### src/rtl/keyiv_pkg.sv
package keyiv_pkg;
  localparam int unsigned WORD_W    = 32;
  localparam logic [31:0] LFSR_MASK = 32'h8020_0003;

  localparam int unsigned TRG_KEY = 0;
  localparam int unsigned TRG_IV  = 1;
  localparam int unsigned TRG_DIN = 2;
  localparam int unsigned TRG_DOUT = 3;
  localparam int unsigned TRG_RSD = 4;
  localparam int unsigned TRG_N   = 5;

  typedef enum logic [1:0] {BANK_KEY = 2'd0, BANK_IV = 2'd1, BANK_DIN = 2'd2, BANK_RSV = 2'd3} bank_e;
  typedef enum logic [1:0] {MODE_SINGLE = 2'd0, MODE_CHAIN = 2'd1, MODE_COUNT = 2'd2, MODE_OFF = 2'd3} mode_e;

  function automatic logic [31:0] lfsr_step(input logic [31:0] s);
    return (s >> 1) ^ (s[0] ? LFSR_MASK : 32'h0);
  endfunction
endpackage

### src/rtl/keyiv_lfsr.sv
module keyiv_lfsr #(
  parameter int unsigned MAXN = 8,
  parameter int unsigned SMALLN = 4,
  parameter logic [31:0] DFLT_SEED = 32'h6D2B_79F1
) (
  input  logic                clk,
  input  logic                rst_n,
  input  logic                reseed_i,
  input  logic [31:0]         seed_i,
  input  logic                adv_big_i,
  input  logic                adv_small_i,
  output logic [MAXN*32-1:0]  rnd_o
);
  import keyiv_pkg::*;

  logic [31:0] state_q, state_d;
  logic [31:0] chain [MAXN];

  generate
    for (genvar k = 0; k < MAXN; k++) begin : g_chain
      if (k == 0) begin : g_first
        assign chain[k] = lfsr_step(state_q);
      end else begin : g_next
        assign chain[k] = lfsr_step(chain[k-1]);
      end
      assign rnd_o[k*32 +: 32] = chain[k];
    end
  endgenerate

  always_comb begin
    state_d = state_q;
    if (reseed_i)         state_d = (seed_i == 32'h0) ? DFLT_SEED : seed_i;
    else if (adv_big_i)   state_d = chain[MAXN-1];
    else if (adv_small_i) state_d = chain[SMALLN-1];
  end

  always_ff @(posedge clk or negedge rst_n) begin
    if (!rst_n) state_q <= DFLT_SEED;
    else        state_q <= state_d;
  end

  a_r2_state_nonzero: assert property (@(posedge clk) disable iff (!rst_n) state_q != 32'h0);
endmodule

### src/rtl/keyiv_word_bank.sv
module keyiv_word_bank #(
  parameter int unsigned N = 4,
  parameter int unsigned IDX_W = 3
) (
  input  logic              clk,
  input  logic              rst_n,
  input  logic              wr_en_i,
  input  logic [IDX_W-1:0]  wr_idx_i,
  input  logic [31:0]       wr_data_i,
  input  logic              bulk_en_i,
  input  logic [N*32-1:0]   bulk_data_i,
  input  logic              clr_en_i,
  input  logic [N*32-1:0]   rnd_i,
  output logic [N*32-1:0]   words_o,
  output logic              full_o
);
  logic [N*32-1:0] words_q, words_d;
  logic [N-1:0]    flag_q, flag_d;
  logic            wr_hit;

  assign wr_hit = wr_en_i && (32'(wr_idx_i) < N);

  always_comb begin
    words_d = words_q;
    flag_d  = flag_q;
    if (clr_en_i) begin
      words_d = rnd_i;
      flag_d  = '0;
    end else if (bulk_en_i) begin
      words_d = bulk_data_i;
      flag_d  = '1;
    end else if (wr_hit) begin
      for (int i = 0; i < N; i++) begin
        if (32'(wr_idx_i) == i) begin
          words_d[i*32 +: 32] = wr_data_i;
          flag_d[i]           = 1'b1;
        end
      end
    end
  end

  always_ff @(posedge clk) begin
    if (clr_en_i || bulk_en_i || wr_hit) words_q <= words_d;
  end

  always_ff @(posedge clk or negedge rst_n) begin
    if (!rst_n) flag_q <= '0;
    else        flag_q <= flag_d;
  end

  assign words_o = words_q;
  assign full_o  = &flag_q;

  a_r5_full_needs_write: assert property (@(posedge clk) disable iff (!rst_n)
    $rose(full_o) |-> $past(wr_en_i || bulk_en_i));
  a_r9_clear_drops_full: assert property (@(posedge clk) disable iff (!rst_n)
    clr_en_i |=> !full_o);
endmodule

### src/rtl/keyiv_clear_ctl.sv
module keyiv_clear_ctl #(
  parameter int unsigned NT = 5
) (
  input  logic          clk,
  input  logic          rst_n,
  input  logic          trig_we_i,
  input  logic [NT-1:0] trig_bits_i,
  input  logic          hold_i,
  output logic [NT-1:0] pending_o,
  output logic [NT-1:0] grant_o
);
  import keyiv_pkg::*;

  logic [NT-1:0] pend_q, pend_d;

  always_comb begin
    grant_o = '0;
    if (!hold_i) begin
      if (pend_q[TRG_RSD])       grant_o[TRG_RSD]  = 1'b1;
      else if (pend_q[TRG_KEY])  grant_o[TRG_KEY]  = 1'b1;
      else if (pend_q[TRG_IV])   grant_o[TRG_IV]   = 1'b1;
      else if (pend_q[TRG_DIN])  grant_o[TRG_DIN]  = 1'b1;
      else if (pend_q[TRG_DOUT]) grant_o[TRG_DOUT] = 1'b1;
    end
    pend_d = (pend_q & ~grant_o) | (trig_we_i ? trig_bits_i : '0);
  end

  always_ff @(posedge clk or negedge rst_n) begin
    if (!rst_n) pend_q <= '1;
    else        pend_q <= pend_d;
  end

  assign pending_o = pend_q;

  a_r10_one_grant: assert property (@(posedge clk) disable iff (!rst_n) $onehot0(grant_o));
  a_r10_hold_blocks: assert property (@(posedge clk) disable iff (!rst_n)
    (hold_i && !trig_we_i) |=> $stable(pend_q));
endmodule

### src/rtl/keyiv_fresh_tracker.sv
module keyiv_fresh_tracker #(
  parameter int unsigned KEY_WORDS = 8,
  parameter int unsigned BLK_WORDS = 4,
  parameter logic [31:0] DFLT_SEED = 32'h6D2B_79F1,
  localparam int unsigned IDX_W = $clog2(KEY_WORDS)
) (
  input  logic                    clk,
  input  logic                    rst_n,
  input  logic                    wr_en,
  input  logic [1:0]              wr_bank,
  input  logic [IDX_W-1:0]        wr_idx,
  input  logic [31:0]             wr_data,
  input  logic [1:0]              mode,
  input  logic                    start_req,
  input  logic                    core_busy,
  input  logic                    ivwb_en,
  input  logic [BLK_WORDS*32-1:0] ivwb_words,
  input  logic                    dout_we,
  input  logic [BLK_WORDS*32-1:0] dout_data,
  input  logic                    trig_we,
  input  logic [4:0]              trig_bits,
  input  logic [31:0]             seed_i,
  output logic [KEY_WORDS*32-1:0] key_words,
  output logic [BLK_WORDS*32-1:0] iv_words,
  output logic [BLK_WORDS*32-1:0] din_words,
  output logic [BLK_WORDS*32-1:0] dout_words,
  output logic                    key_full,
  output logic                    iv_full,
  output logic                    din_full,
  output logic                    dout_full,
  output logic [4:0]              trig_pending,
  output logic                    idle,
  output logic                    start_go
);
  import keyiv_pkg::*;

  logic [TRG_N-1:0]        grant;
  logic [KEY_WORDS*32-1:0] rnd;
  logic                    clr_busy, key_we, iv_we, din_we, mode_ok;
  bank_e                   bank;

  assign bank     = bank_e'(wr_bank);
  assign clr_busy = |trig_pending;
  assign idle     = !core_busy && !clr_busy;
  assign key_we   = wr_en && bank == BANK_KEY && idle;
  assign iv_we    = wr_en && bank == BANK_IV && idle && !ivwb_en;
  assign din_we   = wr_en && bank == BANK_DIN && !clr_busy;

  always_comb begin
    unique case (mode_e'(mode))
      MODE_SINGLE:           mode_ok = 1'b1;
      MODE_CHAIN, MODE_COUNT: mode_ok = iv_full;
      default:               mode_ok = 1'b0;
    endcase
  end
  assign start_go = start_req && idle && key_full && mode_ok;

  keyiv_clear_ctl #(.NT(TRG_N)) u_ctl (
    .clk, .rst_n, .trig_we_i(trig_we), .trig_bits_i(trig_bits),
    .hold_i(core_busy), .pending_o(trig_pending), .grant_o(grant)
  );

  keyiv_lfsr #(.MAXN(KEY_WORDS), .SMALLN(BLK_WORDS), .DFLT_SEED(DFLT_SEED)) u_lfsr (
    .clk, .rst_n, .reseed_i(grant[TRG_RSD]), .seed_i,
    .adv_big_i(grant[TRG_KEY]),
    .adv_small_i(grant[TRG_IV] || grant[TRG_DIN] || grant[TRG_DOUT]),
    .rnd_o(rnd)
  );

  keyiv_word_bank #(.N(KEY_WORDS), .IDX_W(IDX_W)) u_key (
    .clk, .rst_n, .wr_en_i(key_we), .wr_idx_i(wr_idx), .wr_data_i(wr_data),
    .bulk_en_i(1'b0), .bulk_data_i('0), .clr_en_i(grant[TRG_KEY]),
    .rnd_i(rnd), .words_o(key_words), .full_o(key_full)
  );

  keyiv_word_bank #(.N(BLK_WORDS), .IDX_W(IDX_W)) u_iv (
    .clk, .rst_n, .wr_en_i(iv_we), .wr_idx_i(wr_idx), .wr_data_i(wr_data),
    .bulk_en_i(ivwb_en), .bulk_data_i(ivwb_words), .clr_en_i(grant[TRG_IV]),
    .rnd_i(rnd[BLK_WORDS*32-1:0]), .words_o(iv_words), .full_o(iv_full)
  );

  keyiv_word_bank #(.N(BLK_WORDS), .IDX_W(IDX_W)) u_din (
    .clk, .rst_n, .wr_en_i(din_we), .wr_idx_i(wr_idx), .wr_data_i(wr_data),
    .bulk_en_i(1'b0), .bulk_data_i('0), .clr_en_i(grant[TRG_DIN]),
    .rnd_i(rnd[BLK_WORDS*32-1:0]), .words_o(din_words), .full_o(din_full)
  );

  keyiv_word_bank #(.N(BLK_WORDS), .IDX_W(IDX_W)) u_dout (
    .clk, .rst_n, .wr_en_i(1'b0), .wr_idx_i('0), .wr_data_i('0),
    .bulk_en_i(dout_we), .bulk_data_i(dout_data), .clr_en_i(grant[TRG_DOUT]),
    .rnd_i(rnd[BLK_WORDS*32-1:0]), .words_o(dout_words), .full_o(dout_full)
  );

  a_r3_key_frozen: assert property (@(posedge clk) disable iff (!rst_n)
    (!idle && !grant[TRG_KEY]) |=> $stable(key_words));
  a_r6_start_gated: assert property (@(posedge clk) disable iff (!rst_n)
    start_go |-> (idle && key_full && start_req));
  a_r1_pending_not_idle: assert property (@(posedge clk) disable iff (!rst_n)
    (|trig_pending) |-> !idle);
endmodule

### config.mk
export PLATFORM = sky130hd
export DESIGN_NAME = keyiv_fresh_tracker
export DESIGN_NICKNAME = d
export VERILOG_FILES = /design/src/rtl/keyiv_pkg.sv /design/src/rtl/keyiv_lfsr.sv /design/src/rtl/keyiv_word_bank.sv /design/src/rtl/keyiv_clear_ctl.sv /design/src/rtl/keyiv_fresh_tracker.sv
export SDC_FILE = /design/constraint.sdc
export NUM_CORES = 1
export LEC_CHECK = 0
export BUFFER_PORTS_ARGS = -buffer_cell sky130_fd_sc_hd__buf_2
export CAP_MARGIN = 0
export CORE_AREA = 2 2 387 389
export DETAILED_ROUTE_END_ITERATION = 10
export DIE_AREA = 0 0 389 391
export PLACE_DENSITY_LB_ADDON = 0.05
export SLEW_MARGIN = 20
export SYNTH_ARGS = -nofsm -noshare
export SYNTH_HDL_FRONTEND = slang
export SYNTH_SLANG_ARGS = --single-unit
### constraint.sdc
create_clock -name clk -period 4.23 [get_ports clk]
set_input_delay 0.423 -clock clk [delete_from_list [all_inputs] [get_ports clk]]
set_output_delay 0.423 -clock clk [all_outputs]
set_load 0.01 [all_outputs]
# Word level (Yosys, flattened, before mapping)
# Index checks and enable logic that the tools add are counted.
[op_classes]
eq_ne = 11
reduce_logical = 87
n_mux = 58
magnitude_cmp = 1
n_bitwise = 11
[op_table]
columns = ["op", "n"]
rows = [
  ["2-to-1 mux 128 bit", 7],
  ["2-to-1 mux 32 bit", 20],
  ["2-to-1 mux 256 bit", 2],
  ["XOR 31 x 32 -> 32 bit", 8],
  ["AND reduction 3 bit", 16],
  ["AND reduction 2 bit", 17],
  ["logical NOT 32 bit", 1],
  ["2-to-1 mux 4 bit", 8],
  ["nonzero test 2 bit", 15],
  ["nonzero test 3 bit", 6],
  ["2-to-1 mux 8 bit", 2],
  ["2-to-1 mux 1 bit", 14],
  ["logical AND 1 bit", 13],
  ["== test 3 bit (second input constant)", 4],
  ["AND reduction 4 bit", 3],
  ["2-to-1 mux 5 bit", 2],
  ["AND reduction 8 bit", 1],
  ["logical OR 1 bit", 7],
  ["== test 3 x 2 -> 1 bit (second input constant)", 2],
  ["bitwise AND 5 bit", 1],
  ["inverter 5 bit", 1],
  ["bitwise OR 5 bit", 1],
  ["OR reduction 5 bit", 1],
  ["== test 2 x 1 -> 1 bit (second input constant)", 2],
  ["other kinds (10)", 14],
]
[totals]
ff_bits = 697
wordCells = 204
out_inout_bits = 651

# Longest topological paths before layout
# Gate-level depths: netlist (run 1).
[logic_depth]
depth_word = 18
mapped_depth = 8
ltp_nobuf = 5

# By module
# Synthesis (run 1) repeated with hierarchy kept, for this count alone.
[unflattened]
cells_unflattened = 3461
hier_area_um2 = 38480.7
[modules_own_cells]
columns = ["module", "n_inst", "area_per_inst_um2", "seq_area_each_um2", "cells_per_inst"]
rows = [
  ["keyiv_word_bank (u_din ...)", 3, 6747.7, 3943.8, 578],
  ["keyiv_word_bank (u_key)", 1, 13728.2, 7887.6, 1188],
  ["keyiv_lfsr", 1, 4125.2, 824.5, 498],
  ["keyiv_clear_ctl", 1, 246.5, 131.4, 22],
  ["keyiv_fresh_tracker", 1, 137.6, 0.0, 19],
]

# Worst setup path before layout (run 1)
# No wires, ideal clock.
[synth_path]
path_type = "flip-flop to flip-flop"
startpoint = "register u_ctl.pend_q[4], in the netlist u_ctl.pending_o[4]"
endpoint = "register u_dout.words_q[0], in the netlist u_dout.words_o[0], enable pin"
setup_ps = 1130
path_slack_ps = -450
period_less_slack_ps = 4680
stages_incl_launch_ff = 6
arrival_time_ps = 3549
required_ps = 3100
cell_sequence = "dfstp_2 > clkbuf_1 > nor3_1 > nand3_1 > clkbuf_1 > nand2b_1"
[synth_between]
elab_chain_cells = 4
word_cells_on_any_way = 5
classes_between = "2 x mux; 3 x reduce/logical"
[synth_lines]
columns = ["element", "line", "text"]
rows = [
  ["start: declaration", "keyiv_clear_ctl.sv:14", "logic [NT-1:0] pend_q, pend_d;"],
  ["start signal: assignment", "keyiv_clear_ctl.sv:30", "else pend_q <= pend_d;"],
  ["2-to-1 mux 4 bit (*)", "keyiv_clear_ctl.sv:19", "if (pend_q[TRG_RSD]) grant_o[TRG_RSD] = 1'b1;"],
  ["2-to-1 mux 5 bit (*)", "keyiv_clear_ctl.sv:18", "if (!hold_i) begin"],
  ["nonzero test 2 bit (no line) or logical OR 1 bit (tied branches)", "-", ""],
  ["AND reduction 2 bit (no line) (*)", "-", ""],
  ["end signal: assignment", "keyiv_word_bank.sv:43", "if (clr_en_i || bulk_en_i || wr_hit) words_q <= words_d;"],
  ["end: declaration", "keyiv_word_bank.sv:17", "logic [N*32-1:0] words_q, words_d;"],
]
# Every way passes the cells marked *; elsewhere a longest branch is shown, timed or not.
# A chain may end at the register's enable or synchronous reset.

# Final worst setup path (run 1)
[layout_path]
startpoint = "register u_ctl.pend_q[0], in the netlist u_ctl.pending_o[0]"
endpoint = "register u_key.words_q[130], in the netlist u_key.words_o[130], enable pin"
[layout_between]
elab_chain_cells = 6
word_cells_on_any_way = 11
classes_between = "3 x mux; 8 x reduce/logical"
[layout_lines]
columns = ["element", "line", "text"]
rows = [
  ["OR reduction 5 bit", "keyiv_fresh_tracker.sv:43", "assign clr_busy = |trig_pending;"],
  ["logical NOT 1 bit", "keyiv_fresh_tracker.sv:44", "assign idle = !core_busy && !clr_busy;"],
  ["logical AND 1 bit", "keyiv_fresh_tracker.sv:44", ""],
  ["logical AND 1 bit", "keyiv_fresh_tracker.sv:45", "assign key_we = wr_en && bank == BANK_KEY && idle;"],
  ["nonzero test 2 bit (no line) or logical OR 1 bit (tied branches)", "-", ""],
  ["AND reduction 3 bit (no line) (*)", "-", ""],
  ["end signal: assignment", "keyiv_word_bank.sv:43", ""],
  ["end: declaration", "keyiv_word_bank.sv:17", ""],
]
# Marks and branches as above.

==> qor.csv, run 1 <==
metric;value;unit
count of warnings emitted by yosys;0;
worst-case clock buffer depth;3;
top_reg_cell synth;edfxtp_1;
DP HPWL;131;mm
crit share post-route;79.6;%
Slew headroom;29.2;%
ys async rst share;7.78;%
drt first pass iters;5;
cells after synthesis;2255;
Netlist Area Pre-Place;27600;um2
Setup CP Type;flop to flop;
setup ws final;0.863;ns
post-cts repair resize count;0;
setup bufs post-CTS;0;
total grt overflow;0;
Worst-Margin Slew;1.06;ns
CORE AREA;149000;um2
Yosys cell types;58;
# nets final;3755;
die width;389;um
Routed WL;174;mm
DIE AREA;152000;um2
DRC;0;
Area Growth Syn to Fin;43.0;%
Final Critical Period;3.37;ns
Die Y;391;um
fin. max-slew vios;0;
Cell Rows;142;
Seq/Total Area, Yosys;74.6;%
CP startpoint kind;flop;
footprint of the multi-input gates;6830;um2
vias per inst;4.30;
crit path max fanout;45;
share of cells above drive strength 1;35.4;%
setup violators final;0;
max-cap viol count;0;
gr usage total;22.1;%
DP Cell Count;5133;
outcome;complete, no violations;
DP Worst Slack;0.722;ns
TritonCTS Buffers;90;
most common cell in the netlist;nand2_1;
CP required;4.53;ns
Hold-fix buffers, CTS;132;
Pwr Density;544;nW/um2
Post-synth EDFFs;640;
Hold WC Path Type;input pin to flop;
post-route ant nets;0;
vias in the first global route;24400;
Post-Syn Nets;2597;
CTS tree;built;
H-tree levels;3;
Setup crit end kind;flop;
Pwr Total;21.5;mW
Synth Register Bits;694;
clock slew at reported path FFs;0.06;ns
RSZ-0062 raised after global routing;false;
Leakage;16.8;nW
1st-iter DRT viols;1685;
Worst-Skew Late Latency;0.70;ns
Filler cells;15900;
root buf cell;clkbuf_16;
CTS Sinks;694;
Avg Inst Size Synth;12.2;um2
Routability Congestion;0.900;
first-pass GRT wire length;226;mm
initial antenna violation count;52;
post-synth top area cell;edfxtp_1;
sequential cell area;20600;um2
arrival time worst endpoint;3.67;ns
fmax;297;MHz
clock skew;0.0350;ns
Initial Util;18.6;%
final cell count without fillers;5440;
Fin. Hold Viols;0;
Fin Setup TNS;0;ns
pin count of the biggest net entering global routing;84;
# IOs;991;
top post-synthesis cells by area;edfxtp_1, nand2_1, a21oi_1;
IO buf count;990;
peak supply drop;307;uV
post-synth top area share;69.6;%
post-DR wirelength/cell;31.9;um
commonest cells in the netlist;nand2_1, edfxtp_1, a21oi_1;
Via Count;23400;
-- routing by layer --
| metal | up-vias | global-route usage (%) | share of wire (%) |
|---|---|---|---|
| li1 | 10300 | - | - |
| met1 | 11900 | 27.2 | 41 |
| met2 | 913 | 38.3 | 50 |
| met3 | 195 | 5.32 | 6.6 |
| met4 | 36 | 5.90 | 2.4 |
| met5 | - | 0 | 0.12 |
-- flip-flops by register name, indices dropped and copies added (netlist names) --
register	cells
u_din.flag_q	4
u_key.flag_q	8
u_dout.words_o	128
u_key.words_o	256
u_dout.flag_q	1
u_iv.flag_q	4
u_iv.words_o	128
u_din.words_o	128
u_lfsr.state_q	32
u_ctl.pending_o	5
-- critical path: stages, from the launching register on --
cell and delay (ns):
dfstp_4 0.45, or3_2 0.52, buf_4 0.33, nor4_1 0.52, nand2_1 0.28, o31ai_4 0.22
buf_4 0.56
-- kinds of logic (layout without fill, tap and decap cells) --
family                   after synthesis  after routing  synth area share, %
AND/OR/NAND/NOR                     1047           1047                 15.0
flip-flops                           694            694                 74.6
AO/OA/AOI/OAI                        370            370                 7.34
buffers and inverters                114           1348                 1.63
XOR/XNOR                              27             27                 1.30
adder cells (fa/ha/maj)                2              2               0.0906
multiplexers                           1              1               0.0408
other                                  0              7                    0
-- cell usage in the layout (no fill, tap or decap), types with 4 or more instances in the layout --
| cell type | count |
|---|---|
| a211oi_1 | 6 |
| a21o_1 | 4 |
| a21oi_1 | 213 |
| a22o_1 | 4 |
| a31oi_1 | 10 |
| buf_12 | 4 |
| buf_2 | 988 |
| buf_4 | 47 |
| bufinv_16 | 6 |
| clkbuf_1 | 28 |
| clkbuf_16 | 91 |
| clkinv_1 | 17 |
| clkinv_2 | 13 |
| clkinvlp_4 | 6 |
| dfrtp_1 | 30 |
| dfstp_2 | 23 |
| diode_2 | 7 |
| dlygate4sd3_1 | 132 |
| edfxtp_1 | 640 |
| inv_1 | 6 |
| nand2_1 | 802 |
| nand2b_1 | 7 |
| nand3_1 | 36 |
| nand4_1 | 4 |
| nor2_1 | 142 |
| nor2b_1 | 5 |
| nor3_1 | 7 |
| nor4_1 | 11 |
| o21a_1 | 18 |
| o21ai_0 | 82 |
| o21ai_4 | 7 |
| o22a_1 | 4 |
| o22ai_4 | 4 |
| o2bb2ai_1 | 4 |
| or2_2 | 4 |
| xnor2_1 | 11 |
| xnor2_2 | 4 |
-- final cells by class --
cell class              count  share of cell area, %
repair buffers           1173                   17.0
clock buffers             122                   6.14
well taps                1944                   6.16
diodes                      7                 0.0444
flip-flops and latches    694                   52.2
multi-input cells        1447                   17.3
clock inverters            46                   1.06
inverters                   7                 0.0666
-- per-stage QoR --
step / utilization (%) / hold slack (ns) / instance area, um2
2_1_floorplan: - / 0.127 / 27600
3_3_place_gp: 23.7 / 0.463 / 35200
3_5_place_dp: 23.8 / 0.473 / 35300
4_1_cts: 26.6 / 0.00479 / 39500
5_1_grt: 26.6 / 0.0596 / 39500
6_report: 26.6 / 0.0847 / 39500
-- where the power goes --
group,switching [mW],internal (mW)
clock network,3.24,4.39
registers,0.831,8.36
logic,3.23,1.44
-- final timing paths --
path | start | endpoint | slack, ns | cells after the start
worst max register to register | u_ctl.pending_o[0]$_DFF_PN1_ | u_key.words_o[130]$_DFFE_PP_ | 0.86 | 6
worst min register to register | u_din.flag_q[0]$_DFFE_PN0P_ | u_din.flag_q[0]$_DFFE_PN0P_ | 0.50 | 1
worst max-delay path | u_ctl.pending_o[0]$_DFF_PN1_ | u_key.words_o[130]$_DFFE_PP_ | 0.86 | 6
min in group asynchronous | rst_n | u_dout.flag_q[2]$_DFFE_PN0P_ | 0.42 | 2
max in group asynchronous | rst_n | u_iv.flag_q[1]$_DFFE_PN0P_ | 3.19 | 2
worst min-delay path | seed_i[19] | u_lfsr.state_q[19]$_DFFE_PN1P_ | 0.08 | 3
Power figures use the tool's default switching activity.
==> run 2, diff against run 1 <==
Clock period 4.23 ns to 3.3 ns, I/O delays scaled along.
==> run 2 against run 1 <==
  * Non-clock buffer count increased by 180
  * Final cell count increased by 3.2%
  * Worst hold slack got worse by 0.030 ns
  * Die area unchanged
  * Combinational power increased by 36%
  * Design area increased by 4.5%
  * Register-to-register slack got worse by 0.44 ns
  * Clock skew increased by 0.0024 ns
  * Global-route usage increased by 0.31 points
  * Via count increased by 3.2%
==> qor.csv, run 2 (same netlist as run 1, synthesis figures left out) <==
metric;value;unit;change
Filler cells;15900;;-0.013%
crit path max fanout;5;;-89%
Int Power;18.1;mW;+28%
Die Y;391;um;unchanged
utilization after layout;27.8;%;+1.2 points
setup bufs post-CTS;0;;unchanged
Pwr Density;667;nW/um2;+22%
Routability Congestion;0.881;;-2.1%
CORE AREA;149000;um2;unchanged
setup ws final;0.233;ns;-0.630 ns
first-pass GRT wire length;229;mm;+1.3%
Via Count;24100;;+3.2%
total grt overflow;0;;unchanged
clock skew;0.0374;ns;+0.00236 ns
drt first pass iters;5;;unchanged
DP Cell Count;5177;;+0.86%
final cell count without fillers;5614;;+3.2%
Area Growth Syn to Fin;49.4;%;
outcome;complete, no violations;;
setup violators final;0;;unchanged
commonest non-fill, non-tap cell in the layout;buf_2;;
1st-iter DRT viols;1838;;+9.1%
clock slew at reported path FFs;0.06;ns;about the same
Worst-Margin Slew;1.14;ns;+0.0859 ns
initial antenna violation count;44;;-15%
sequential share of power;42.2;%;-0.6 points
Setup CP Type;flop to primary output;;
Sw Ratio;34.0;%;+0.052 points
CP required;2.97;ns;-1.56 ns
DIE AREA;152000;um2;unchanged
design area;41300;um2;+4.5%
fin. max-slew vios;0;;unchanged
RSZ-0062 raised after global routing;false;;
share of cells above drive strength 1;34.8;%;-0.57 points
gr usage total;22.4;%;+0.31 points
crit share post-route;92.9;%;
Comb power frac;23.1;%;+1.4 points
Hold WC Path Type;input pin to flop;;
Worst-Skew Late Latency;0.72;ns;+0.02 ns
IO buf count;990;;unchanged
root buf cell;clkbuf_16;;
TritonCTS Buffers;89;;-1.1%
Initial Util;18.6;%;unchanged
Routed WL;176;mm;+1.5%
CTS tree;built;;
Slew headroom;23.7;%;-5.5 points
Setup crit end kind;primary output;;
Fin Setup TNS;0;ns;unchanged
worst-case clock buffer depth;3;;unchanged
DRC;0;;unchanged
post-DR wirelength/cell;31.4;um;-1.7%
Fin. Hold Viols;0;;unchanged
post-route ant nets;0;;unchanged
H-tree levels;3;;unchanged
pin count of the biggest net entering global routing;121;;+44%
arrival time worst endpoint;2.74;ns;-0.93 ns
die width;389;um;unchanged
fmax;326;MHz;
# IOs;991;;unchanged
Switch Pwr;9.37;mW;+28%
peak supply drop;374;uV;+22%
vias per inst;4.30;;about the same
commonest non-fill, non-tap cells in the layout;buf_2, nand2_1, edfxtp_1;;
Final Critical Period;3.07;ns;
max-cap viol count;0;;unchanged
Placed Area;35800;um2;+1.4%
vias in the first global route;25000;;+2.6%
Leakage;17.6;nW;+4.8%
# nets final;3934;;+4.8%
Cell Rows;142;;unchanged
CP startpoint kind;flop;;
CTS Sinks;694;;unchanged
Largest register FFs;256;;unchanged
DP HPWL;134;mm;+2.4%
DP Worst Slack;0.430;ns;-0.293 ns
Clk pwr share;34.7;%;-0.8 points
[run 2: cell types whose count changed in the layout (fill, tap and decap cells not counted), moves of 2 or more]
cell           change
buf_12            +16
dlygate4sd3_1    +136
clkinv_2           +4
clkbuf_16          -2
clkinv_8           +3
clkbuf_1           -5
buf_8              -2
bufinv_16          -2
inv_16             -2
diode_2            +2
buf_4             +30
clkinvlp_4         -5
clkinv_16          +2
[run 2: worst paths after layout]
| check | from | endpoint | slack [ns] | cells after the start |
|---|---|---|---|---|
| worst min-delay path | dout_data[119] | u_dout.words_o[119]$_DFFE_PP_ | 0.05 | 3 |
| min in group asynchronous | rst_n | u_dout.flag_q[2]$_DFFE_PN0P_ | 0.32 | 2 |
| worst min register to register | u_din.flag_q[0]$_DFFE_PN0P_ | u_din.flag_q[0]$_DFFE_PN0P_ | 0.49 | 1 |
| worst max register to register | u_ctl.pending_o[0]$_DFF_PN1_ | u_key.words_o[46]$_DFFE_PP_ | 0.42 | 4 |
| max in group asynchronous | rst_n | u_iv.flag_q[2]$_DFFE_PN0P_ | 2.31 | 2 |
| worst max-delay path | u_ctl.pending_o[0]$_DFF_PN1_ | start_go | 0.23 | 6 |
[run 2: worst max-delay path, stage by stage (launching register included)]
cell and delay [ns]:
dfstp_4 0.48, or3_2 0.56, nor2_1 0.20, buf_4 0.18, nand4b_1 0.09, nor2_1 0.32
buf_2 0.21
[run 2: area by class of cell]
| class | instances | area [um2] | area share [%] |
|---|---|---|---|
| Antenna cell | 9 | 22.5 | 0.0546 |
| Clock buffer | 115 | 2350 | 5.71 |
| Clock inverter | 45 | 399 | 0.967 |
| Inverter | 7 | 26.3 | 0.0637 |
| Multi-Input combinational cell | 1447 | 6820 | 16.5 |
| Sequential cell | 694 | 20600 | 49.9 |
| Tap cell | 1944 | 2430 | 5.89 |
| Timing Repair Buffer | 1353 | 8610 | 20.9 |
[run 2: layer usage]
metal | vias up | routed length, um | global-route usage, %
met5 | - | 195 | 0
met4 | 30 | 4620 | 6.39
met3 | 198 | 13800 | 5.87
met2 | 1040 | 86200 | 38.1
met1 | 12200 | 71600 | 27.8
li1 | 10600 | - | -
[run 2: power groups by stage]
stage | logic (mW) | registers [mW] | clock network (mW)
finish | 6.35 | 11.6 | 9.56
global route | 6.80 | 11.7 | 10.1
CTS | 6.55 | 11.7 | 9.84
detailed placement | 6.25 | 11.8 | 0
global placement | 6.21 | 11.8 | 0
floorplan | 2.27 | 11.5 | 0
[run 2: repair_timing]
| action | CTS | global route |
|---|---|---|
| resized for setup | 0 | 0 |
| hold buffers | 268 | 0 |
| endpoints found under the setup margin | 0 | 0 |
| endpoints found under the hold margin | 292 | 0 |
[run 2: per-stage QoR]
step,hold slack (ns),power [mW]
2_1_floorplan,0.0344,13.7
3_3_place_gp,0.463,18.0
3_5_place_dp,0.476,18.1
4_1_cts,0.00237,28.1
5_1_grt,0.0579,28.6
6_report,0.0544,27.5
==> run 3, diff against run 2 <==
Settings changed: CORE_AREA 2 2 387 389 to 2 2 381 383, DIE_AREA 0 0 389 391 to 0 0 383 385.
==> run 3 against run 2 <==
  * Sequential power is essentially flat
  * Worst setup slack worse by 0.038 ns
  * Sequential cell count is the same
  * Sequential share of layout area shrank 0.18 points
  * Non-clock buffer count decreased by 7
  * Design area rose by 0.35%
  * Die area decreased by 3.1%
  * Global-route usage up 0.54 points
  * First-iteration DRC count shrank 1.7%
  * Power rose by 1.8%
  * Wire length fell by 0.62%
  * Critical path depth up 1
  * Critical endpoint unchanged
==> qor.csv, run 3 (same netlist as run 1, synthesis figures left out) <==
metric;value;unit;change
die width;383;um;-1.5%
Setup CP Type;flop to primary output;;
DP Cell Count;5121;;-1.1%
setup ws final;0.195;ns;-0.0377 ns
outcome;complete, no violations;;
Leakage;17.7;nW;+0.34%
worst-case clock buffer depth;3;;unchanged
Final Critical Period;3.10;ns;+0.0377 ns
Fin. Hold Viols;0;;unchanged
Crit-path slowest cell;dfstp_4;;
post-route ant nets;0;;unchanged
vias per inst;4.33;;+0.78%
Routed WL;175;mm;-0.62%
root buf cell;clkbuf_16;;
Pwr Density;676;nW/um2;+1.4%
DP HPWL;132;mm;-1.4%
CORE AREA;143000;um2;-3.6%
drt first pass iters;5;;unchanged
first-pass GRT wire length;228;mm;-0.64%
setup violators final;0;;unchanged
worst path bufs/invs;3;;+1
fmax;322;MHz;-1.2%
Initial Util;19.3;%;+0.70 points
fin. max-slew vios;0;;unchanged
final cell count without fillers;5571;;-0.77%
total grt overflow;0;;unchanged
Placed Area;35700;um2;-0.36%
Worst-Skew Late Latency;0.70;ns;-0.02 ns
crit share post-route;94.1;%;+1.1 points
CP required;2.97;ns;about the same
clock slew at reported path FFs;0.06;ns;about the same
initial antenna violation count;40;;-9.1%
Worst-Margin Slew;1.18;ns;+0.0337 ns
most used cell, CP;nor2_1;;
peak supply drop;336;uV;-10%
1st-iter DRT viols;1807;;-1.7%
CP max stage delay;0.55;ns;about the same
Largest register FFs;256;;unchanged
DIE AREA;147000;um2;-3.1%
clock skew;0.0324;ns;-0.00492 ns
WP depth;7;;+1
DP Worst Slack;0.421;ns;-0.00914 ns
reg2reg setup slack;0.43;ns;about the same
Cell Rows;139;;-2.1%
TritonCTS Buffers;89;;unchanged
CP startpoint kind;flop;;
Area Growth Syn to Fin;50.0;%;
Worst Setup SP;u_ctl.pending_o[0]$_DFF_PN1_;;
design area;41400;um2;+0.35%
share of cells above drive strength 1;34.7;%;-0.16 points
Fin Setup TNS;0;ns;unchanged
Critical R2R Launch;u_ctl.pending_o[0]$_DFF_PN1_;;
pin count of the biggest net entering global routing;139;;+15%
vias in the first global route;25000;;-0.060%
Slew headroom;21.5;%;-2.2 points
FF-to-FF path depth;5;;+1
gr usage total;22.9;%;+0.54 points
IO buf count;990;;unchanged
Via Count;24100;;+0.0083%
Die Y;385;um;-1.5%
# nets final;3927;;-0.18%
Worst path top cell family by delay;simple AND/OR/NAND/NOR gates;;
crit path max fanout;46;;+41
CTS Sinks;694;;unchanged
commonest non-fill, non-tap cells in the layout;buf_2, nand2_1, edfxtp_1;;
DRC;0;;unchanged
RSZ-0062 raised after global routing;false;;
# IOs;991;;unchanged
Setup crit end kind;primary output;;
Hold WC Path Type;input pin to flop;;
CTS tree;built;;
critical-path cell list;or3_2, buf_6, nor2_1, buf_4, nand4b_1, nor2_1, buf_2;;
worst r2r dst;u_key.words_o[147]$_DFFE_PP_;;
arrival time worst endpoint;2.77;ns;+0.03 ns
max-cap viol count;0;;unchanged
H-tree levels;3;;unchanged
Routability Congestion;0.856;;-2.8%
CP endpoint;start_go;;
post-DR wirelength/cell;31.5;um;+0.14%
commonest non-fill, non-tap cell in the layout;buf_2;;
Pwr Total;28.0;mW;+1.8%
## run 3: changes by cell type in the layout (fill, tap and decap cells not counted), sizes merged
| cell | previous run | this run |
|---|---|---|
| diode | 9 | 10 |
| dlygate4sd3 | 268 | 276 |
| clkbuf | 115 | 106 |
| bufinv | 4 | 10 |
| inv | 8 | 11 |
| clkinvlp | 1 | 5 |
| buf | 1085 | 1070 |
## run 3: timing repair
item	CTS	global route
endpoints found under the setup margin	0	1
resized for setup	0	1
buffers inserted	0	0
hold buffers	276	0
endpoints found under the hold margin	301	0
## run 3: report_power, final
| group | internal, mW | total (mW) | switching, mW |
|---|---|---|---|
| clock | 5.88 | 10.1 | 4.19 |
| sequential | 10.7 | 11.7 | 0.970 |
| combinational | 2.01 | 6.26 | 4.25 |
## run 3: layout make-up
class / instances / area (um2)
flip-flops and latches: 694 / 20600
multi-input cells: 1447 / 6820
clock inverters: 58 / 587
diodes: 10 / 25.0
repair buffers: 1346 / 8610
well taps: 1903 / 2380
inverters: 7 / 26.3
fillers: 15100 / 102000
clock buffers: 106 / 2350
## run 3: worst min-delay path: cells and delay by family
kind	cells	cell delay [ns]
buffers and inverters	1	0.10
AND/OR/NAND/NOR	1	0.07
AO/OA/AOI/OAI	1	0.08
## run 3: worst min path at each step
stage,from,to,cells after the start
2_1_floorplan,rst_n,u_din.flag_q[0]$_DFFE_PN0P_,0
3_3_place_gp,u_din.flag_q[1]$_DFFE_PN0P_,u_din.flag_q[1]$_DFFE_PN0P_,1
3_5_place_dp,u_din.flag_q[0]$_DFFE_PN0P_,u_din.flag_q[0]$_DFFE_PN0P_,1
4_1_cts,ivwb_words[41],u_iv.words_o[41]$_DFFE_PP_,3
5_1_grt,ivwb_words[41],u_iv.words_o[41]$_DFFE_PP_,3
6_report,ivwb_words[20],u_iv.words_o[20]$_DFFE_PP_,3
## run 3: metrics by stage
stage,util (%),hold slack [ns]
after global routing,28.9,0.0330
after floorplan,-,0.0344
after detailed placement,24.9,0.473
after global placement,24.9,0.461
final,28.9,0.0687
after CTS,28.9,0.000706
## run 3: metal layers
layer,global-route usage (%),wire (um),up-vias,part of all wire [%]
met5,0,85,-,0.048
met1,28.2,71600,12300,41
li1,-,-,10600,-
met4,6.22,4320,16,2.5
met2,39.4,86800,974,50
met3,6.01,12500,195,7.1
